==> config.mk <==
export PLATFORM = sky130hd
export DESIGN_NAME = cfgp_master
export DESIGN_NICKNAME = d
export VERILOG_FILES = /design/src/rtl/cfgp_pkg.sv /design/src/rtl/cfgp_tick.sv /design/src/rtl/cfgp_timeout.sv /design/src/rtl/cfgp_seq.sv /design/src/rtl/cfgp_master.sv
export SDC_FILE = /design/constraint.sdc
export NUM_CORES = 1
export LEC_CHECK = 0
export CAP_MARGIN = 10
export CORE_MARGIN = 3
export CORE_UTILIZATION = 50
export CTS_CLUSTER_DIAMETER = 120
export CTS_CLUSTER_SIZE = 10
export DETAILED_ROUTE_END_ITERATION = 8
export PLACE_DENSITY_LB_ADDON = 0.05
export SLEW_MARGIN = 10
export SYNTH_ARGS = -nofsm -noshare
export SYNTH_HDL_FRONTEND = slang
export SYNTH_SLANG_ARGS = --single-unit
export TNS_END_PERCENT = 10
==> constraint.sdc <==
create_clock -name clk -period 2.5 [get_ports clk]
set_input_delay 0.5 -clock clk [delete_from_list [all_inputs] [get_ports clk]]
set_output_delay 0.5 -clock clk [all_outputs]
set_load 0.1 [all_outputs]
==> src/rtl/cfgp_pkg.sv <==
package cfgp_pkg;

  localparam int unsigned BYTE_W = 8;

  typedef enum logic [4:0] {
    ST_IDLE,
    ST_PROG,
    ST_INITW,
    ST_WRON,
    ST_CSON,
    ST_CKON,
    ST_FETCH,
    ST_LLOW,
    ST_LHIGH,
    ST_BLOW,
    ST_BHIGH,
    ST_CSOFF,
    ST_WROFF,
    ST_DLOW,
    ST_DHIGH,
    ST_RCS,
    ST_RLOW,
    ST_RHIGH,
    ST_RCSOFF,
    ST_XLOW,
    ST_XHIGH,
    ST_OK,
    ST_FAIL
  } seq_st_e;

  typedef struct packed {
    logic prog;
    logic wen;
    logic sel;
    logic cclk;
    logic oe;
  } pin_s;

  // Pin levels held while the sequencer sits in a state.
  function automatic pin_s pins_of(seq_st_e s);
    pin_s p;
    p = '0;
    unique case (s)
      ST_PROG:   p.prog = 1'b1;
      ST_WRON:   p.wen  = 1'b1;
      ST_CSON:   begin p.wen = 1'b1; p.sel = 1'b1; end
      ST_CKON:   begin p.wen = 1'b1; p.sel = 1'b1; p.cclk = 1'b1; end
      ST_FETCH,
      ST_LHIGH,
      ST_BHIGH:  begin p.wen = 1'b1; p.sel = 1'b1; p.cclk = 1'b1; p.oe = 1'b1; end
      ST_LLOW,
      ST_BLOW:   begin p.wen = 1'b1; p.sel = 1'b1; p.oe = 1'b1; end
      ST_CSOFF:  begin p.wen = 1'b1; p.cclk = 1'b1; end
      ST_WROFF,
      ST_DHIGH,
      ST_RCSOFF,
      ST_XHIGH:  p.cclk = 1'b1;
      ST_RCS,
      ST_RHIGH:  begin p.sel = 1'b1; p.cclk = 1'b1; end
      ST_RLOW:   p.sel = 1'b1;
      default:   p = '0;
    endcase
    return p;
  endfunction

endpackage

==> src/rtl/cfgp_tick.sv <==
module cfgp_tick #(
  parameter int unsigned DIV = 2
) (
  input  logic clk,
  input  logic rst_n,
  input  logic clr,
  output logic tick
);
  localparam int unsigned CW = (DIV > 1) ? $clog2(DIV) : 1;
  localparam logic [CW-1:0] LAST = CW'(DIV - 1);

  logic [CW-1:0] cnt_q, cnt_d;

  assign tick = !clr && (cnt_q == LAST);

  always_comb begin
    if (clr || tick) cnt_d = '0;
    else             cnt_d = cnt_q + 1'b1;
  end

  always_ff @(posedge clk or negedge rst_n) begin
    if (!rst_n) cnt_q <= '0;
    else        cnt_q <= cnt_d;
  end

endmodule

==> src/rtl/cfgp_timeout.sv <==
module cfgp_timeout #(
  parameter int unsigned LIMIT = 500000
) (
  input  logic clk,
  input  logic rst_n,
  input  logic run,
  output logic expire
);
  localparam int unsigned TW = $clog2(LIMIT + 1);
  localparam logic [TW-1:0] LAST = TW'(LIMIT - 1);

  logic [TW-1:0] cnt_q, cnt_d;
  logic          cnt_en;

  assign expire = run && (cnt_q == LAST);
  assign cnt_en = run ? !expire : (cnt_q != '0);

  always_comb begin
    if (!run) cnt_d = '0;
    else      cnt_d = cnt_q + 1'b1;
  end

  always_ff @(posedge clk or negedge rst_n) begin
    if (!rst_n)      cnt_q <= '0;
    else if (cnt_en) cnt_q <= cnt_d;
  end

endmodule

==> src/rtl/cfgp_seq.sv <==
module cfgp_seq
  import cfgp_pkg::*;
#(
  parameter int unsigned LEN_W      = 8,
  parameter bit          CHECK_BUSY = 1'b1
) (
  input  logic              clk,
  input  logic              rst_n,
  input  logic              tick,
  input  logic              tmo,
  input  logic              load_go,
  input  logic              dump_go,
  input  logic [LEN_W-1:0]  dump_len,
  input  logic              ld_valid,
  input  logic              ld_last,
  input  logic [BYTE_W-1:0] ld_data,
  output logic              ld_ready,
  input  logic              dev_initing_i,
  input  logic              dev_stall_i,
  input  logic              dev_ready_i,
  input  logic [BYTE_W-1:0] dev_data_i,
  output pin_s              pins,
  output logic [BYTE_W-1:0] byte_o,
  output logic [BYTE_W-1:0] rd_data,
  output logic              rd_valid,
  output logic              tmr_run,
  output logic              div_clr,
  output logic              op_active,
  output logic              op_done,
  output logic              op_ok,
  output logic              abort
);

  seq_st_e             st_q, st_d;
  pin_s                pins_q;
  logic [BYTE_W-1:0]   byte_q;
  logic                last_q;
  logic [LEN_W-1:0]    len_q;
  logic [LEN_W-1:0]    cnt_q, cnt_d;
  logic                cnt_en, len_en;
  logic                take, cap;
  logic [BYTE_W-1:0]   rd_q;
  logic                rdv_q, done_q, ok_q, abort_q;
  logic                cnt_hit;
  seq_st_e             after_byte;

  assign after_byte = last_q ? ST_CSOFF : ST_FETCH;
  assign cnt_hit    = ({1'b0, cnt_q} + 1'b1) == {1'b0, len_q};

  // Next-state logic
  always_comb begin
    st_d = st_q;
    take = 1'b0;
    cap  = 1'b0;
    unique case (st_q)
      ST_IDLE: begin
        if (load_go)      st_d = ST_PROG;
        else if (dump_go) st_d = ST_RCS;
      end
      ST_PROG:   if (tick) st_d = ST_INITW;
      ST_INITW: begin
        if (tmo) st_d = ST_FAIL;
        else if (tick && !(dev_initing_i && dev_stall_i)) st_d = ST_WRON;
      end
      ST_WRON:   if (tick) st_d = ST_CSON;
      ST_CSON:   if (tick) st_d = ST_CKON;
      ST_CKON:   if (tick) st_d = ST_FETCH;
      ST_FETCH: begin
        if (tick && ld_valid) begin
          take = 1'b1;
          st_d = ST_LLOW;
        end
      end
      ST_LLOW:   if (tick) st_d = ST_LHIGH;
      ST_LHIGH: begin
        if (tick) st_d = (CHECK_BUSY && dev_stall_i) ? ST_BLOW : after_byte;
      end
      ST_BLOW: begin
        if (tmo)       st_d = ST_FAIL;
        else if (tick) st_d = ST_BHIGH;
      end
      ST_BHIGH: begin
        if (tmo)       st_d = ST_FAIL;
        else if (tick) st_d = dev_stall_i ? ST_BLOW : after_byte;
      end
      ST_CSOFF:  if (tick) st_d = ST_WROFF;
      ST_WROFF:  if (tick) st_d = dev_ready_i ? ST_OK : ST_DLOW;
      ST_DLOW: begin
        if (tmo)       st_d = ST_FAIL;
        else if (tick) st_d = ST_DHIGH;
      end
      ST_DHIGH: begin
        if (tmo)       st_d = ST_FAIL;
        else if (tick) st_d = dev_ready_i ? ST_OK : ST_DLOW;
      end
      ST_RCS:    if (tick) st_d = (len_q == '0) ? ST_RCSOFF : ST_RLOW;
      ST_RLOW:   if (tick) st_d = ST_RHIGH;
      ST_RHIGH: begin
        if (tick) begin
          cap  = 1'b1;
          st_d = cnt_hit ? ST_RCSOFF : ST_RLOW;
        end
      end
      ST_RCSOFF: if (tick) st_d = ST_XLOW;
      ST_XLOW:   if (tick) st_d = ST_XHIGH;
      ST_XHIGH:  if (tick) st_d = ST_OK;
      ST_OK:     st_d = ST_IDLE;
      ST_FAIL:   st_d = ST_IDLE;
      default:   st_d = ST_IDLE;
    endcase
  end

  assign len_en = (st_q == ST_IDLE) && dump_go && !load_go;
  assign cnt_en = cap || (st_q == ST_RCS);
  assign cnt_d  = (st_q == ST_RCS) ? '0 : cnt_q + 1'b1;

  // State and datapath registers
  always_ff @(posedge clk or negedge rst_n) begin
    if (!rst_n) begin
      st_q    <= ST_IDLE;
      pins_q  <= '0;
      done_q  <= 1'b0;
      ok_q    <= 1'b0;
      abort_q <= 1'b0;
      rdv_q   <= 1'b0;
    end else begin
      st_q    <= st_d;
      pins_q  <= pins_of(st_d);
      done_q  <= (st_d == ST_OK) || (st_d == ST_FAIL);
      ok_q    <= (st_d == ST_OK);
      abort_q <= (st_d == ST_FAIL);
      rdv_q   <= cap;
    end
  end

  always_ff @(posedge clk or negedge rst_n) begin
    if (!rst_n) begin
      byte_q <= '0;
      last_q <= 1'b0;
    end else if (take) begin
      byte_q <= ld_data;
      last_q <= ld_last;
    end
  end

  always_ff @(posedge clk or negedge rst_n) begin
    if (!rst_n)      len_q <= '0;
    else if (len_en) len_q <= dump_len;
  end

  always_ff @(posedge clk or negedge rst_n) begin
    if (!rst_n)      cnt_q <= '0;
    else if (cnt_en) cnt_q <= cnt_d;
  end

  always_ff @(posedge clk or negedge rst_n) begin
    if (!rst_n)   rd_q <= '0;
    else if (cap) rd_q <= dev_data_i;
  end

  assign ld_ready  = take;
  assign pins      = pins_q;
  assign byte_o    = byte_q;
  assign rd_data   = rd_q;
  assign rd_valid  = rdv_q;
  assign op_done   = done_q;
  assign op_ok     = ok_q;
  assign abort     = abort_q;
  assign op_active = (st_q != ST_IDLE);
  assign div_clr   = (st_q == ST_IDLE);
  assign tmr_run   = (st_q == ST_INITW) || (st_q == ST_BLOW) || (st_q == ST_BHIGH) ||
                     (st_q == ST_DLOW)  || (st_q == ST_DHIGH);

  // Checks
  AST_CLEAR_FROM_IDLE: assert property (@(posedge clk) disable iff (!rst_n)
    $rose(pins_q.prog) |-> !$past(op_active));
  AST_WEN_BEFORE_SEL: assert property (@(posedge clk) disable iff (!rst_n)
    ($rose(pins_q.sel) && pins_q.wen) |-> $past(pins_q.wen));
  AST_BYTE_STABLE_AT_RISE: assert property (@(posedge clk) disable iff (!rst_n)
    ($rose(pins_q.cclk) && pins_q.oe) |-> $stable(byte_q));
  AST_OE_NEEDS_SEL_WEN: assert property (@(posedge clk) disable iff (!rst_n)
    pins_q.oe |-> (pins_q.sel && pins_q.wen));
  AST_RD_UNDER_SELECT: assert property (@(posedge clk) disable iff (!rst_n)
    rdv_q |-> ($past(pins_q.sel) && !$past(pins_q.wen)));
  AST_DONE_SINGLE: assert property (@(posedge clk) disable iff (!rst_n)
    done_q |=> !done_q);
  AST_ABORT_IS_FAIL: assert property (@(posedge clk) disable iff (!rst_n)
    abort_q |-> (done_q && !ok_q));

endmodule

==> src/rtl/cfgp_master.sv <==
module cfgp_master
  import cfgp_pkg::*;
#(
  parameter int unsigned DIV         = 2,
  parameter int unsigned TIMEOUT_CYC = 500000,
  parameter int unsigned LEN_W       = 8,
  parameter bit          CHECK_BUSY  = 1'b1
) (
  input  logic             clk,
  input  logic             rst_n,
  input  logic             load_go,
  input  logic             dump_go,
  input  logic [LEN_W-1:0] dump_len,
  input  logic [7:0]       ld_data,
  input  logic             ld_valid,
  input  logic             ld_last,
  output logic             ld_ready,
  output logic [7:0]       rd_data,
  output logic             rd_valid,
  output logic             op_active,
  output logic             op_done,
  output logic             op_ok,
  output logic             cfg_abort_o,
  output logic             dev_clear_o,
  input  logic             dev_initing_i,
  input  logic             dev_stall_i,
  input  logic             dev_ready_i,
  output logic             dev_sel_o,
  output logic             dev_wen_o,
  output logic             dev_clk_o,
  output logic [7:0]       dev_data_o,
  output logic             dev_data_oe,
  input  logic [7:0]       dev_data_i
);

  logic tick, tmo, tmr_run, div_clr;
  pin_s pins;

  cfgp_tick #(.DIV(DIV)) u_tick (
    .clk   (clk),
    .rst_n (rst_n),
    .clr   (div_clr),
    .tick  (tick)
  );

  cfgp_timeout #(.LIMIT(TIMEOUT_CYC)) u_tmo (
    .clk    (clk),
    .rst_n  (rst_n),
    .run    (tmr_run),
    .expire (tmo)
  );

  cfgp_seq #(.LEN_W(LEN_W), .CHECK_BUSY(CHECK_BUSY)) u_seq (
    .clk           (clk),
    .rst_n         (rst_n),
    .tick          (tick),
    .tmo           (tmo),
    .load_go       (load_go),
    .dump_go       (dump_go),
    .dump_len      (dump_len),
    .ld_valid      (ld_valid),
    .ld_last       (ld_last),
    .ld_data       (ld_data),
    .ld_ready      (ld_ready),
    .dev_initing_i (dev_initing_i),
    .dev_stall_i   (dev_stall_i),
    .dev_ready_i   (dev_ready_i),
    .dev_data_i    (dev_data_i),
    .pins          (pins),
    .byte_o        (dev_data_o),
    .rd_data       (rd_data),
    .rd_valid      (rd_valid),
    .tmr_run       (tmr_run),
    .div_clr       (div_clr),
    .op_active     (op_active),
    .op_done       (op_done),
    .op_ok         (op_ok),
    .abort         (cfg_abort_o)
  );

  assign dev_clear_o = pins.prog;
  assign dev_sel_o   = pins.sel;
  assign dev_wen_o   = pins.wen;
  assign dev_clk_o   = pins.cclk;
  assign dev_data_oe = pins.oe;

endmodule

==> impl_metrics.ini <==
[sta]
tightest_slew_ns = 0.643
finalSetupViolations = 0
max_slew_margin_pct = 57.1
setup_ws_ns = 0.0221
hold_violations = 0
max_freq_mhz = 404
finClkSkew_ns = 0.0139
whs_ns = 0.171
finalMaxSlewViolations = 0
setup_tns_ns = 0
rsz0062_at_grt = yes
fin_crit_ns = 2.48
min_period_over_period_pct = 99.1

[clocking]
path_clk_slew_ns = 0.08
cts_max_level = 3
clk_latency_ns = 0.34
cts_made_buffers = 9
clk_path_buf_depth = 2
cts_tree = built
cts.sinks = 67
root_buffer = clkbuf_8

[finish]
num-nets-final = 528
area_growth_pct = 29.7
design_area_um2 = 5060
multi_input_area_um2 = 2130
regArea_um2 = 1680
nFillCells = 632
diodes = 0
drive_gt1_share_pct = 28.2
fin_cells = 596
final_core_util_pct = 68.3

[critical_path]
crit_path_start_kind = flip-flop
r2r_start = u_seq.st_q[3]$_DFF_PN0_
critPathArrivalTime_ns = 1.98
reg2regPathDepth = 8
r2r_slack_ns = 0.10
required_ns = 2.00
path_class = flip-flop to output port
rr_endpoint = u_seq.pins[0]$_DFF_PN0_
endpoint_kind = output port
critPathMaxFanout = 6

[pwr]
pwr-share-seq_pct = 24.8
power_frac_comb_pct = 61.4
sw_frac_of_total_pct = 49.6
p_int_mw = 3.36
power_frac_clock_pct = 13.8
irDropWorstVdd_v = 0.000835
p_sw_mw = 3.31
p_leak_nw = 2.31
power_mw = 6.67
power.density_nw_per_um2 = 1320

[detailed_routing]
drc = 0
post_drt_via_cell_ratio = 5.52
ant_nets = 0
first_pass_iters = 4
routed_wl_um = 9150
num_vias = 3287
drt_iter0_markers = 164
wl_per_cell_um = 15.3

[global_routing]
grt_pass1_wl_um = 15500
grt_pass1_vias = 3240
grt_max_degree = 32
antenna_found_initial = 0
overflow = 0
grtUsageTotal_pct = 22.2

[synth]
syn_area_per_cell_um2 = 9.82
synth_top_area_share_pct = 43.0
synth_seq_cells = 67
syn-instance-count = 397
yosysSeqAreaShare_pct = 43.0
synth_area_leaders = dfrtp_1 (43%), mux2_2 (5.2%), nand2_1 (5.0%), nor2_1 (3.9%), xor2_1 (3.4%)
synth.most_common_cell = dfrtp_1
async_reset_ff_share_pct = 100
synth-edff-count = 0
synthDistinctLibCells = 71
synth_top_area_cell = dfrtp_1
synth_commonest_cells = dfrtp_1 (67), nand2_1 (52), nor2_1 (41)
synth_flop_cell = dfrtp_1
syn_area_um2 = 3900
yosysWarnings = 0
synth_nets = 433

[worst_hold_path]
hp-class = input port to asynchronous set/reset pin

[floorplanning]
die_h_um = 94.3
initial_core_util_pct = 52.6
placementRows = 31
ioPinCount = 60
dieWidth_um = 94.3
dieArea_um2 = 8900
coreArea_um2 = 7410

[place]
placedCellCount = 577
port_buffers = 59
place_area_um2 = 4760
place_ws_ns = -0.251
place.gp.congestion = 0.874
hpwl_um = 6630

[status]
status = complete, no violations

[job]
max-cap-violations = 0
[placed cells by master, fill, tap and decap left out, drive strengths merged, types with 11 or more instances in the layout]
cell / instances
buf: 71
dfrtp: 67
nand2: 52
nor2: 43
clkdlybuf4s50: 31
mux2: 18
o21ai: 16
xor2: 15
nand3: 13
a21oi: 13
inv: 12
xnor2: 11
nand4: 11
clkbuf: 11
[routing by layer]
layer  global-route usage, %  wire (um)
met1                    29.5       4130
met2                    36.0       4430
met3                    5.13        422
met4                    7.22        170
met5                       0          0
[worst max path at each step]
| stage | startpoint | cells after the start | end | slack (ns) |
|---|---|---|---|---|
| 6_report | u_seq.st_q[3]$_DFF_PN0_ | 5 | ld_ready | 0.02 |
| 2_1_floorplan | u_seq.st_q[0]$_DFF_PN0_ | 5 | u_seq.byte_o[0]$_DFFE_PN0P_ | 0.17 |
| 5_1_grt | u_tmo.cnt_q[11]$_DFFE_PN0P_ | 8 | u_seq.pins[2]$_DFF_PN0_ | -0.05 |
| 3_5_place_dp | dev_stall_i | 9 | u_seq.pins[0]$_DFF_PN0_ | -0.25 |
| 3_3_place_gp | dev_stall_i | 9 | u_seq.pins[2]$_DFF_PN0_ | -0.25 |
| 4_1_cts | u_tmo.cnt_q[11]$_DFFE_PN0P_ | 7 | u_seq.pins[2]$_DFF_PN0_ | 0.008 |
[registers in the layout, indices dropped and copies added, names as in the netlist]
signal          flops
u_seq.pins          5
u_tick.cnt_q        1
u_seq.op_done       1
u_tmo.cnt_q        19
u_seq.len_q         8
u_seq.op_ok         1
u_seq.abort         1
u_seq.rd_valid      1
u_seq.cnt_q         8
u_seq.rd_data       8
u_seq.st_q          5
u_seq.byte_o        8
u_seq.last_q        1
[power groups by stage]
stage / Clock, mW / Combinational (mW) / Sequential, mW
floorplan: 0 / 1.88 / 2.76
global placement: 0 / 3.91 / 1.66
detailed placement: 0 / 3.96 / 1.66
CTS: 0.958 / 4.01 / 1.65
global route: 1.00 / 4.37 / 1.70
finish: 0.924 / 4.10 / 1.65
[what timing repair did]
item | CTS | global route
gates resized for setup | 6 | 11
hold buffers | 0 | 0
endpoints found under the setup margin | 4 | 13
setup buffers | 1 | 2
pin swaps | 1 | 4
[cell families after synthesis]
| group | after synthesis | synth area share (%) |
|---|---|---|
| simple gates | 181 | 25.8 |
| compound gates | 71 | 14.2 |
| flops | 67 | 43.0 |
| buf+inv | 29 | 4.23 |
| xor+xnor | 27 | 6.42 |
| mux | 19 | 5.45 |
| fa+ha+maj | 3 | 0.963 |
[critical path, stage by stage (launching register included)]
cell and delay [ns]:
dfrtp_2 0.45, buf_4 0.17, or3b_2 0.52, nor3_4 0.19, buf_6 0.14, buf_12 0.16
[cell type report]
| type | count | share of cell area [%] |
|---|---|---|
| multi-input cells | 301 | 42.1 |
| flip-flops and latches | 67 | 33.2 |
| repair buffers | 102 | 17.4 |
| clock buffers | 11 | 2.80 |
| well taps | 99 | 2.45 |
| clock inverters | 5 | 1.21 |
| inverters | 11 | 0.816 |
Power figures use the tool's default switching activity.
